File: src/rtl/data_watch_unit.sv
module data_watch_unit #(
  parameter int AW    = 32,
  parameter int PID_W = 7,
  parameter int GRAN  = 2
) (
  input  logic          clk,
  input  logic          rst_n,
  input  logic          acc_valid,
  input  logic          acc_store,
  input  logic [AW-1:0] acc_addr,
  input  logic [PID_W-1:0] pid_hi,
  input  logic [8:0]    wp_ctrl,
  input  logic [AW-1:0] wp_addr0,
  input  logic [AW-1:0] wp_addr1,
  input  logic          align_chk_en,
  input  logic          dbg_en,
  output logic [AW-1:0] eff_addr,
  output logic          align_abort,
  output logic          bp_hit,
  output logic [2:0]    entry_code,
  output logic          entry_code_we
);
  localparam int PID_LSB = AW - PID_W;
  localparam logic [2:0] ENTRY_DATA = 3'd2;
  localparam logic [AW-1:0] WORD_CARE = {{(AW-GRAN){1'b1}}, {GRAN{1'b0}}};

  function automatic logic mode_ok(input logic [1:0] m, input logic st);
    case (m)
      2'd1:    mode_ok = st;
      2'd2:    mode_ok = 1'b1;
      2'd3:    mode_ok = !st;
      default: mode_ok = 1'b0;
    endcase
  endfunction

  wire relocate = (pid_hi != '0) && (acc_addr[AW-1:PID_LSB] == '0);
  assign eff_addr = relocate ? {pid_hi, acc_addr[PID_LSB-1:0]} : acc_addr;

  wire mask_mode = wp_ctrl[8];
  logic [1:0][1:0]    cmp_mode;
  logic [1:0][AW-1:0] cmp_ref;
  logic [1:0]         cmp_hit;

  assign cmp_mode[0] = wp_ctrl[1:0];
  assign cmp_mode[1] = wp_ctrl[3:2];
  assign cmp_ref[0]  = wp_addr0;
  assign cmp_ref[1]  = wp_addr1;

  for (genvar i = 0; i < 2; i++) begin : g_cmp
    logic [AW-1:0] care;
    logic          live;
    if (i == 0) begin : g_first
      assign care = mask_mode ? ~wp_addr1 : WORD_CARE;
      assign live = 1'b1;
    end else begin : g_other
      assign care = WORD_CARE;
      assign live = !mask_mode;
    end
    assign cmp_hit[i] = live && mode_ok(cmp_mode[i], acc_store)
                        && ((eff_addr & care) == (cmp_ref[i] & care));
  end

  wire hit_now   = acc_valid && dbg_en && (cmp_hit != '0);
  wire abort_now = acc_valid && align_chk_en && (eff_addr[GRAN-1:0] != '0);

  always_ff @(posedge clk) begin
    if (!rst_n) begin
      bp_hit        <= 1'b0;
      align_abort   <= 1'b0;
      entry_code_we <= 1'b0;
      entry_code    <= '0;
    end else begin
      bp_hit        <= hit_now;
      align_abort   <= abort_now;
      entry_code_we <= hit_now;
      if (hit_now) entry_code <= ENTRY_DATA;
    end
  end

  AST_LOW_BITS_PASS: assert property (@(posedge clk) disable iff (!rst_n)
    eff_addr[PID_LSB-1:0] == acc_addr[PID_LSB-1:0]);
  AST_ABORT_CAUSE: assert property (@(posedge clk) disable iff (!rst_n)
    align_abort |-> ($past(align_chk_en) && $past(acc_addr[GRAN-1:0]) != '0));
  AST_HIT_NEEDS_DBG: assert property (@(posedge clk) disable iff (!rst_n)
    bp_hit |-> $past(dbg_en));
  AST_HIT_NEEDS_MODE: assert property (@(posedge clk) disable iff (!rst_n)
    bp_hit |-> ($past(wp_ctrl[1:0]) != 2'd0 || (!$past(wp_ctrl[8]) && $past(wp_ctrl[3:2]) != 2'd0)));
  AST_CODE_ON_WRITE: assert property (@(posedge clk) disable iff (!rst_n)
    entry_code_we |-> (entry_code == ENTRY_DATA && bp_hit));
  AST_PULSE_FROM_STROBE: assert property (@(posedge clk) disable iff (!rst_n)
    (bp_hit || align_abort) |-> $past(acc_valid));
endmodule

File: config.mk
export PLATFORM = sky130hd
export DESIGN_NAME = data_watch_unit
export DESIGN_NICKNAME = d
export VERILOG_FILES = /design/src/rtl/data_watch_unit.sv
export SDC_FILE = /design/constraint.sdc
export NUM_CORES = 1
export LEC_CHECK = 0
export ABC_CLOCK_PERIOD_IN_PS = 2510
export BUFFER_PORTS_ARGS = -buffer_cell sky130_fd_sc_hd__clkbuf_2
export CAP_MARGIN = 20
export CORE_ASPECT_RATIO = 0.5
export CORE_UTILIZATION = 35
export DETAILED_ROUTE_END_ITERATION = 8
export PLACE_DENSITY = 0.82
export SETUP_SLACK_MARGIN = 0.02
export SLEW_MARGIN = 0
export SYNTH_ARGS = -nofsm -noshare
export SYNTH_HDL_FRONTEND = slang
export SYNTH_SLANG_ARGS = --single-unit
File: constraint.sdc
create_clock -name clk -period 2.51 [get_ports clk]
set_clock_uncertainty 0.05 [all_clocks]
set_input_delay 0.1255 -clock clk [delete_from_list [all_inputs] [get_ports clk]]
set_output_delay 0.1255 -clock clk [all_outputs]
set_load 0.01 [all_outputs]
==> results.yml <==
logic_synthesis:
  postSynthAreaPerCell_um2: 7.41
  synthCells: 193
  synthArstFlopShare_pct: 0
  synth_flop_cell: "dfxtp_1"
  synthDominantCellAreaShare_pct: 23.3
  ys_ff_latch: 3
  synth_area_um2: 1430
  synth_edf_count: 0
  synth_area_leaders: "xnor2_1 23%, buf_4 15%, xor2_1 13%, o22ai_1 6.1%, nor4_1 4.4%"
  synth_top_area_cell: "xnor2_1"
  synth_cell_types: 37
  ys_seq_area_share_pct: 4.20
  ys_warn_count: 0
run:
  max_cap_violations: 0
power_and_ir_drop:
  p_per_area_nw_per_um2: 262
  p_leak_uw: 0.00106
  vdd_ir_drop_max_v: 0.000119
  total_power_uw: 546
sta:
  period_minus_slack_ns: 1.85
  rsz0062_at_grt: "false"
  slew_violations: 0
  setup_slack_ns: 0.658
  finalCritPeriodShare_pct: 73.8
  setup_viol: 0
  finalHoldViolCount: 0
  tightest_slew_ns: 0.550
  finalSetupTns_ns: 0
  relSlewSlack_pct: 63.0
  fmax_mhz: 540
floorplanning:
  io_pins: 156
  die-area_um2: 4360
  coreArea_um2: 3660
  row_count: 15
  die_height_um: 47.2
  start_util_pct: 39.1
  die_w_um: 92.4
grt:
  antenna_found_initial: 0
  grt_max_degree: 13
  grt_pass1_vias: 1675
  grt_pass1_wl_mm: 7.31
  overflow: 0
  grt_usage_pct: 21.2
finish:
  diodes: 0
  layout_common_cells: "149 x clkbuf_2, 38 x xnor2_1, 21 x xor2_1"
  layout.nets: 438
  area_growth_pct: 45.6
  fillers: 382
  layout-drive-gt1-share_pct: 50.8
  final_common_cell: "clkbuf_2"
cts:
  cts_resized: 0
  cts_buffers: 3
  htree_num_levels: 1
  clk_pin_slew_ns: 0.03
  insertion_delay_ns: 0.21
  cts_hold_buffers: 0
  max-clock-path-buffers: 2
  cts.sinks: 3
  cts_setup_buffers: 0
  ctsRootBufferMaster: "clkbuf_8"
  tritoncts: "done"
routing:
  drt_iter0_drc: 68
  routed_via_density: 5.09
  post_drt_wl_per_cell_um: 13.9
  via_count: 1885
  drt-total-wl_mm: 5.14
  ant_nets: 0
  drc_errors: 0
  first_pass_iters: 4
worst_hold_path:
  hold_path_class: "primary input to flip-flop"
  hold_end: "align_abort"
  hp-start: "acc_valid"
  hold_depth: 2
placed_design:
  hpwl_mm: 4.66
  dpl_worst_slack_ns: 0.463
  numPortBuffers: 149
  place.gp.congestion: 0.879
critical_path:
  cpLargestDelayFamily: "simple AND/OR/NAND/NOR gates"
  worst_path_largest_cell_delay_ns: 0.51
  path_buf_inv: 1
  critical_path_class: "primary input to flip-flop"
  timing.rr.end: "entry_code[1]"
  r2r_start: "entry_code[1]"
  crit_slowest_cell: "or4_4"
  crit_cells: 7
  critPathRequiredTime_ns: 2.60
  regToRegSetupSlack_ns: 1.79
  crit_path_start_kind: "primary input"
  crit_path_cell_trace: "clkbuf_2, nor4_2, a41oi_2, xnor2_1, o2bb2ai_1, or4_4, o21ai_1"
  cp-end-kind: "flip-flop"
  cp_max_fo: 6
  reg2reg_depth: 2
  arrival_ns: 1.94
outcome:
  status: "finished, final reports clean"
## state kept, by name (all words and copies together) (netlist names)
name / cells
align_abort: 1
entry_code_we: 1
entry_code: 1
## cell families (layout without fill, tap and decap cells)
kind of cell,Yosys count,in the layout,synth area share (%)
compound gates,40,40,21.8
mux,1,1,0.700
flops,3,3,4.20
xor+xnor,59,59,36.1
other cells,1,2,0.262
simple gates,46,46,18.3
buf+inv,43,168,18.6
## layer usage
metal,wire [um],GRT usage [%],up-vias
met2,2760,42.7,84
met4,70,5.94,0
li1,-,-,926
met5,0,0,-
met1,1980,24.6,867
met3,334,3.24,8
## how the worst max path moves through the flow
stage	start	to	slack [ns]
finish	acc_addr[29]	entry_code_we	0.66
global route	acc_addr[29]	entry_code_we	0.54
CTS	acc_addr[28]	entry_code_we	0.66
detailed placement	acc_addr[28]	entry_code_we	0.46
global placement	acc_addr[28]	entry_code_we	0.53
floorplan	acc_addr[25]	entry_code[1]	0.71
## through the flow
| step | cells | utilization (%) | cell area (um2) | hold WS, ns |
|---|---|---|---|---|
| 3_3_place_gp | 366 | 55.7 | 2040 | 0.337 |
| 5_1_grt | 370 | 56.9 | 2080 | 0.120 |
| 3_5_place_dp | 366 | 55.7 | 2040 | 0.338 |
| 4_1_cts | 370 | 56.9 | 2080 | 0.117 |
| 2_1_floorplan | 194 | - | 1430 | 0.196 |
| 6_report | 370 | 56.9 | 2080 | 0.121 |
## final cells by class
cell class	instances	area, um2	share of cell area, %
Clock buffer	4	45.0	2.16
Inverter	14	52.6	2.52
Multi-Input combinational cell	148	1110	53.2
Sequential cell	3	60.1	2.88
Tap cell	51	63.8	3.06
Timing Repair Buffer	150	753	36.2
## power by group
group | switching (uW) | leakage [uW] | internal [uW]
registers | 0.135 | 0.0000243 | 48.6
logic | 184 | 0.00101 | 174
clock network | 31.2 | 0.0000228 | 108
## synthesized netlist by cell type (all sizes together), types with 2 or more instances
master and instances:
xnor2 38, nor4 11, a31o 2, and2 3
a21oi 4, nor3b 2, a31oi 2, o22ai 14
xor2 21, nor3 3, inv 14, nand4 6
o21ai 4, a41oi 3, nand2 7, buf 28
dfxtp 3, o2bb2ai 2, a222oi 2, nor2 7
nand3 5
No activity file was read; power rests on OpenSTA's default activity.
